`src/rtl/rsc_pkg.sv`:
```
package rsc_pkg;
    localparam logic [7:0] VMON_ADDR = 8'hFF;
    localparam int NSRC      = 3;
    localparam int PIN_BIT   = 0;
    localparam int VMON_BIT  = 1;
    localparam int MCD_BIT   = 2;
    localparam int VEN_BIT   = 7;
    localparam int VSTAT_BIT = 6;
endpackage

```
`src/rtl/rsc_sync.sv`:
```
module rsc_sync #(
    parameter int W = 1,
    parameter logic [W-1:0] RST_VAL = '0
) (
    input  logic         clk,
    input  logic         rst_n,
    input  logic [W-1:0] d,
    output logic [W-1:0] q
);
    typedef struct packed {
        logic [W-1:0] s0;
        logic [W-1:0] s1;
    } st_t;

    st_t st_d, st_q;

    always_comb begin
        st_d.s0 = d;
        st_d.s1 = st_q.s0;
    end

    always_ff @(posedge clk or negedge rst_n) begin
        if (!rst_n) begin
            st_q.s0 <= RST_VAL;
            st_q.s1 <= RST_VAL;
        end else begin
            st_q <= st_d;
        end
    end

    assign q = st_q.s1;
endmodule

```
`src/rtl/rsc_clk_mon.sv`:
```
module rsc_clk_mon #(
    parameter int TIMEOUT_CYC = 1000
) (
    input  logic clk,
    input  logic rst_n,
    input  logic sys_clk,
    input  logic en,
    output logic miss
);
    localparam int CW = $clog2(TIMEOUT_CYC + 1);
    localparam logic [CW-1:0] LIM = CW'(TIMEOUT_CYC);

    typedef struct packed {
        logic          prev;
        logic [CW-1:0] cnt;
    } st_t;

    st_t  st_d, st_q;
    logic lvl;

    rsc_sync #(.W(1), .RST_VAL(1'b0)) u_lvl_sync (
        .clk  (clk),
        .rst_n(rst_n),
        .d    (sys_clk),
        .q    (lvl)
    );

    always_comb begin
        st_d      = st_q;
        st_d.prev = lvl;
        if (!en || (lvl != st_q.prev)) begin
            st_d.cnt = '0;
        end else if (st_q.cnt < LIM) begin
            st_d.cnt = st_q.cnt + 1'b1;
        end
    end

    always_ff @(posedge clk or negedge rst_n) begin
        if (!rst_n) begin
            st_q <= '0;
        end else begin
            st_q <= st_d;
        end
    end

    assign miss = en && (st_q.cnt >= LIM);
endmodule

```
`src/rtl/rsc_regs.sv`:
```
module rsc_regs #(
    parameter logic [7:0] SRC_ADDR = 8'hEF
) (
    input  logic       clk,
    input  logic       rst_n,
    input  logic       bus_sel,
    input  logic       bus_wr,
    input  logic [7:0] bus_addr,
    input  logic [7:0] bus_wdata,
    output logic [7:0] bus_rdata,
    input  logic       vstat,
    input  logic [rsc_pkg::NSRC-1:0] flags,
    output logic       ven,
    output logic       vsel,
    output logic       mcd_en
);
    import rsc_pkg::*;

    typedef struct packed {
        logic ven;
        logic vsel;
        logic mcd_en;
    } st_t;

    st_t  st_d, st_q;
    logic wr_v, wr_s;

    assign wr_v = bus_sel && bus_wr && (bus_addr == VMON_ADDR);
    assign wr_s = bus_sel && bus_wr && (bus_addr == SRC_ADDR);

    always_comb begin
        st_d = st_q;
        if (wr_v) begin
            st_d.ven = bus_wdata[VEN_BIT];
        end
        if (wr_s) begin
            st_d.vsel   = bus_wdata[VMON_BIT];
            st_d.mcd_en = bus_wdata[MCD_BIT];
        end
    end

    always_ff @(posedge clk or negedge rst_n) begin
        if (!rst_n) begin
            st_q <= '0;
        end else begin
            st_q <= st_d;
        end
    end

    always_comb begin
        bus_rdata = '0;
        if (bus_addr == VMON_ADDR) begin
            bus_rdata[VEN_BIT]   = st_q.ven;
            bus_rdata[VSTAT_BIT] = vstat;
        end else if (bus_addr == SRC_ADDR) begin
            bus_rdata[NSRC-1:0] = flags;
        end
    end

    assign ven    = st_q.ven;
    assign vsel   = st_q.vsel;
    assign mcd_en = st_q.mcd_en;
endmodule

```
`src/rtl/rsc_sequencer.sv`:
```
module rsc_sequencer #(
    parameter int STRETCH_CYC = 16
) (
    input  logic clk,
    input  logic rst_n,
    input  logic [rsc_pkg::NSRC-1:0] req,
    output logic req_any,
    output logic sys_rst,
    output logic [rsc_pkg::NSRC-1:0] flags
);
    import rsc_pkg::*;

    localparam int SW = $clog2(STRETCH_CYC + 1);
    localparam logic [SW-1:0] SLOAD = SW'(STRETCH_CYC);

    typedef struct packed {
        logic [SW-1:0]   cnt;
        logic [NSRC-1:0] flags;
    } st_t;

    st_t             st_d, st_q;
    logic [NSRC-1:0] pick;

    // lowest index wins: walk from the weakest source to the strongest
    always_comb begin
        pick = '0;
        for (int i = NSRC - 1; i >= 0; i--) begin
            if (req[i]) begin
                pick    = '0;
                pick[i] = 1'b1;
            end
        end
    end

    assign req_any = |req;

    always_comb begin
        st_d = st_q;
        if (req_any) begin
            st_d.cnt = SLOAD;
            if (st_q.cnt == '0) begin
                st_d.flags = pick;
            end
        end else if (st_q.cnt != '0) begin
            st_d.cnt = st_q.cnt - 1'b1;
        end
    end

    always_ff @(posedge clk or negedge rst_n) begin
        if (!rst_n) begin
            st_q.cnt   <= SLOAD;
            st_q.flags <= '0;
        end else begin
            st_q <= st_d;
        end
    end

    assign sys_rst = (st_q.cnt != '0);
    assign flags   = st_q.flags;
endmodule

```
`src/rtl/reset_src_ctrl.sv`:
```
module reset_src_ctrl #(
    parameter int TIMEOUT_CYC = 1000,
    parameter int STRETCH_CYC = 16,
    parameter logic [7:0] SRC_ADDR = 8'hEF
) (
    input  logic       ref_clk,
    input  logic       por_n,
    input  logic       ext_rst_n,
    input  logic       vmon_above,
    input  logic       sys_clk,
    input  logic       bus_sel,
    input  logic       bus_wr,
    input  logic [7:0] bus_addr,
    input  logic [7:0] bus_wdata,
    output logic [7:0] bus_rdata,
    output logic       sys_rst
);
    import rsc_pkg::*;

    logic [1:0]      async_s;
    logic            ext_n_s, above_s;
    logic            ven, vsel, mcd_en, mcd_miss;
    logic            pin_req, vmon_req, req_any;
    logic [NSRC-1:0] req, flags;

    rsc_sync #(.W(2), .RST_VAL(2'b11)) u_in_sync (
        .clk  (ref_clk),
        .rst_n(por_n),
        .d    ({ext_rst_n, vmon_above}),
        .q    (async_s)
    );
    assign ext_n_s = async_s[1];
    assign above_s = async_s[0];

    rsc_clk_mon #(.TIMEOUT_CYC(TIMEOUT_CYC)) u_clk_mon (
        .clk    (ref_clk),
        .rst_n  (por_n),
        .sys_clk(sys_clk),
        .en     (mcd_en),
        .miss   (mcd_miss)
    );

    rsc_regs #(.SRC_ADDR(SRC_ADDR)) u_regs (
        .clk      (ref_clk),
        .rst_n    (por_n),
        .bus_sel  (bus_sel),
        .bus_wr   (bus_wr),
        .bus_addr (bus_addr),
        .bus_wdata(bus_wdata),
        .bus_rdata(bus_rdata),
        .vstat    (above_s),
        .flags    (flags),
        .ven      (ven),
        .vsel     (vsel),
        .mcd_en   (mcd_en)
    );

    assign pin_req  = !ext_n_s;
    assign vmon_req = ven && vsel && !above_s;

    always_comb begin
        req           = '0;
        req[PIN_BIT]  = pin_req;
        req[VMON_BIT] = vmon_req;
        req[MCD_BIT]  = mcd_miss;
    end

    rsc_sequencer #(.STRETCH_CYC(STRETCH_CYC)) u_seq (
        .clk    (ref_clk),
        .rst_n  (por_n),
        .req    (req),
        .req_any(req_any),
        .sys_rst(sys_rst),
        .flags  (flags)
    );
endmodule

```
`config.mk`:
```
export PLATFORM = sky130hd
export DESIGN_NAME = reset_src_ctrl
export DESIGN_NICKNAME = d
export VERILOG_FILES = /design/src/rtl/rsc_pkg.sv /design/src/rtl/rsc_sync.sv /design/src/rtl/rsc_clk_mon.sv /design/src/rtl/rsc_regs.sv /design/src/rtl/rsc_sequencer.sv /design/src/rtl/reset_src_ctrl.sv
export SDC_FILE = /design/constraint.sdc
export NUM_CORES = 1
export LEC_CHECK = 0
export BUFFER_PORTS_ARGS = -buffer_cell sky130_fd_sc_hd__buf_2
export CAP_MARGIN = 30
export CORE_MARGIN = 1
export CORE_UTILIZATION = 56
export DETAILED_ROUTE_END_ITERATION = 6
export PLACE_DENSITY = 0.83
export SLEW_MARGIN = 5
export SYNTH_ARGS = -nofsm -noshare
export SYNTH_HDL_FRONTEND = slang
export SYNTH_HIERARCHICAL = 1
export SYNTH_SLANG_ARGS = --single-unit
export TNS_END_PERCENT = 10
```
`constraint.sdc`:
```
create_clock -name ref_clk -period 3.6 [get_ports ref_clk]
set_input_delay 0.18 -clock ref_clk [delete_from_list [all_inputs] [get_ports ref_clk]]
set_output_delay 0.18 -clock ref_clk [all_outputs]
set_load 0.005 [all_outputs]
```
==> results.txt <==
----------------------------------------------------
[Timing]
  Final setup fails ... 0
  Transition at the pin with the smallest max-transition slack ... 0.580 ns
  Shortest period the worst path allows ... 2.02 ns
  Skew final ... 0.000777 ns
  Final worst-path setup slack ... 1.58 ns
  Fin. max-slew vios ... 0
  Total negative slack for setup checks ... 0 ns
  Number of hold violations in the final report ... 0
  Worst slew slack as a fraction of its limit ... 0.613
  Achievable frequency ... 0.494 GHz
  Unrepaired setup endpoints after global routing ... no
  Final critical-path share of the clock period ... 0.562

[Setup path]
  Depth of the worst register-to-register path ... 5
  Critical path's largest stage delay ... 0.46 ns
  Flop-to-flop setup slack ... 1.58 ns
  Data arrival at the endpoint of the critical path ... 2.26 ns
  Startpoint of the lowest-slack register-to-register path ... u_clk_mon/st_q[3]
  Required time at the endpoint of the critical path ... 3.83 ns
  End of the worst register-to-register path ... u_seq/st_q[3]
  Critical-path cell list ... o21ai_1 -> nor2_1 -> and2_1 -> or3_1 -> nor3_1
  Slowest-stage cell, CP ... dfrtp_1
  Worst setup path end ... u_seq/st_q[3]
  Kind of capture point of the worst setup path ... register
  Crit path launch ... u_clk_mon/st_q[3]
  Highest fanout seen on the critical path ... 6
  Critical path type ... reg2reg
  Startpoint types ... register

[Global routing]
  Largest net degree at the start of global routing ... 29
  Total GRT Usage ... 0.214
  Wire length of the first global-routing pass ... 4120 um
  Aggregate global routing overflow ... 0
  Number of global-route vias before repair ... 993
  Initial antenna violation count ... 0

[Synthesis]
  Flop and latch count out of synthesis ... 28
  Syn_area_per_cell ... 10.6 sq um
  Proportion of netlist area held by the largest area contributor ... 0.419
  Most frequently used flop master after synthesis ... dfrtp_1
  Yosys Warn Count ... 6
  Seq/Total Area, Yosys ... 0.515
  Proportion of synthesized flip-flops having asynchronous set or reset ... 1.00
  Post-synth cell types ... 37
  Post-synthesis instance area ... 1370 sq um
  Number of enable flip-flop cells after synthesis ... 0
  Cell type with the largest total area after synthesis ... dfrtp_1
  Biggest area contributors in the synthesized netlist ... dfrtp_1, dfstp_2, nor2_1
  Number of instances in the synthesized netlist ... 130

[Floorplan]
  Die W ... 51.5 um
  Overall die area ... 2650 sq um
  Core box area ... 2250 sq um
  Starting Density ... 0.609
  Chip height ... 51.5 um
  I/O pin total ... 32
  Rows ... 17

[Clock network]
  Clock root buffer ... clkbuf_4
  TritonCTS clock tree ... yes
  Number of H-tree branching levels ... 1
  Clock Path Buffers ... 2
  Total clock buffers created by CTS ... 3
  Insertion delay of the later-clocked pin in the worst-skew pair ... 0.32 ns
  Clock tree sinks ... 28
  Clock transition at the registers of the reported paths ... 0.13 ns
  Setup fix buffers added after clock tree synthesis ... 0
  Count of cells resized by post-cts repair ... 0

[Final layout]
  Area added between synthesis and finish ... 13.4%
  Fraction of final layout cells with drive strength greater than 1 ... 0.276
  Commonest non-fill, non-tap cells in the layout ... buf_2, dfrtp_1, nor2_1, nand2_1
  Final design instance area without fill ... 1560 sq um
  Total Nets Final ... 183
  Antenna cell count ... 0
  Fillcell total ... 182

[Placed design]
  Pre-CTS setup slack ... 1.61 ns
  Placed wire-length estimate ... 1810 um
  Placed Instance Area ... 1480 sq um
  Number of buffers inserted by port buffering ... 23
  Routability Congestion ... 0.775

[Routing]
  Drt wl/cell ... 12.8 um
  Antenna Nets Post-Route ... 0
  Vias per std cell ... 5.43
  Number of design rule violations left after detail routing ... 0
  Vias post-DR ... 1,000
  Number of iterations in the first detailed-routing pass ... 4
  Total detailed-routing wirelength ... 2350 um
  Starting DRC count in detailed routing ... 7

[Power and ir drop]
  Highest ir drop seen on vdd ... 0.000390 V
  Leakage power figure ... 0.713 nW
  Power density of the placed cells ... 440 nW/um^2

[Min path]
  Hold Path Class ... in2reg

[Job]
  Max Cap Viol ... 0

[Status]
  Outcome ... finished, final reports clean

----------------------------------------------------
per-stage QoR:
| stage | power (mW) | util | std cells | hold WS, ns |
|---|---|---|---|---|
| 2_1_floorplan | 0.506 | - | 132 | -0.116 |
| 3_3_place_gp | 0.529 | 0.656 | 176 | 0.214 |
| 3_5_place_dp | 0.541 | 0.656 | 176 | 0.212 |
| 4_1_cts | 0.692 | 0.690 | 184 | 0.0691 |
| 5_1_grt | 0.725 | 0.690 | 184 | 0.0612 |
| 6_report | 0.685 | 0.690 | 184 | 0.0790 |
what timing repair did:
| item | 4_1_cts | 5_1_grt |
|---|---|---|
| setup endpoints to repair | 0 | 0 |
| hold endpoints to repair | 26 | 0 |
| hold buffers | 4 | 0 |
worst max-delay path: cells and delay by family, from the launching register on:
| kind | cells | cell delay (ns) |
|---|---|---|
| AO/OA/AOI/OAI | 1 | 0.37 |
| flip-flops | 1 | 0.46 |
| AND/OR/NAND/NOR | 4 | 1.10 |
logic make-up after synthesis:
| group | share of synthesized area |
|---|---|
| AO/OA/AOI/OAI | 0.0930 |
| multiplexers | 0.0246 |
| AND/OR/NAND/NOR | 0.243 |
| XOR/XNOR | 0.0383 |
| other | 0.00273 |
| flip-flops | 0.515 |
| adder cells (fa/ha/maj) | 0.0274 |
| buffers and inverters | 0.0556 |
synthesized netlist by cell type, types with 4 or more instances:
library cell  instances
nor3_1                5
o21ai_0               4
buf_4                 6
a21oi_1               6
nand2_1               8
nor2_1               19
or3_1                 4
dfstp_2               5
dfrtp_1              23
and2_1                6
inv_1                 6
xor2_1                4
state kept, by name (all words and copies together) (netlist names):
signal and count:
u_clk_mon/st_q 11, u_seq/st_q 5, u_seq/flags 3, u_in_sync/q 2
u_in_sync/st_d 2, u_clk_mon/u_lvl_sync/q 1, u_clk_mon/u_lvl_sync/st_d 1, u_regs/mcd_en 1
u_regs/ven 1, u_regs/vsel 1
layer usage:
metal,part of all wire,track usage,up-vias
met1,0.41,0.236,470
met4,0.033,0.126,0
li1,-,-,488
met5,0,0,-
met2,0.51,0.372,32
met3,0.040,0.0526,10
worst min-delay path by stage:
stage	end	from	slack [ns]	depth (start not counted)
finish	u_regs/vsel	bus_wdata[1]	0.08	2
global placement	u_seq/flags[0]	por_n	0.21	1
CTS	u_regs/vsel	bus_wdata[1]	0.07	2
global route	u_regs/mcd_en	bus_wdata[2]	0.06	2
detailed placement	u_seq/st_q[3]	por_n	0.21	1
floorplan	u_clk_mon/st_q[0]	por_n	-0.12	0
area by class of cell:
type | instances | area (sq um) | area share
multi-input combinational | 90 | 597 | 0.383
timing repair buffer | 27 | 155 | 0.0997
clock buffer | 4 | 36.3 | 0.0233
tap | 28 | 35.0 | 0.0225
inverter | 7 | 26.3 | 0.0169
sequential | 28 | 707 | 0.454
where the power goes:
group / internal (mW) / leakage, nW / switching, mW
registers: 0.355 / 0.360 / 0.0346
clock network: 0.0619 / 0.0210 / 0.0847
logic: 0.0752 / 0.333 / 0.0736
total: 0.492 / 0.713 / 0.193
(Power assumes the default switching activity.)
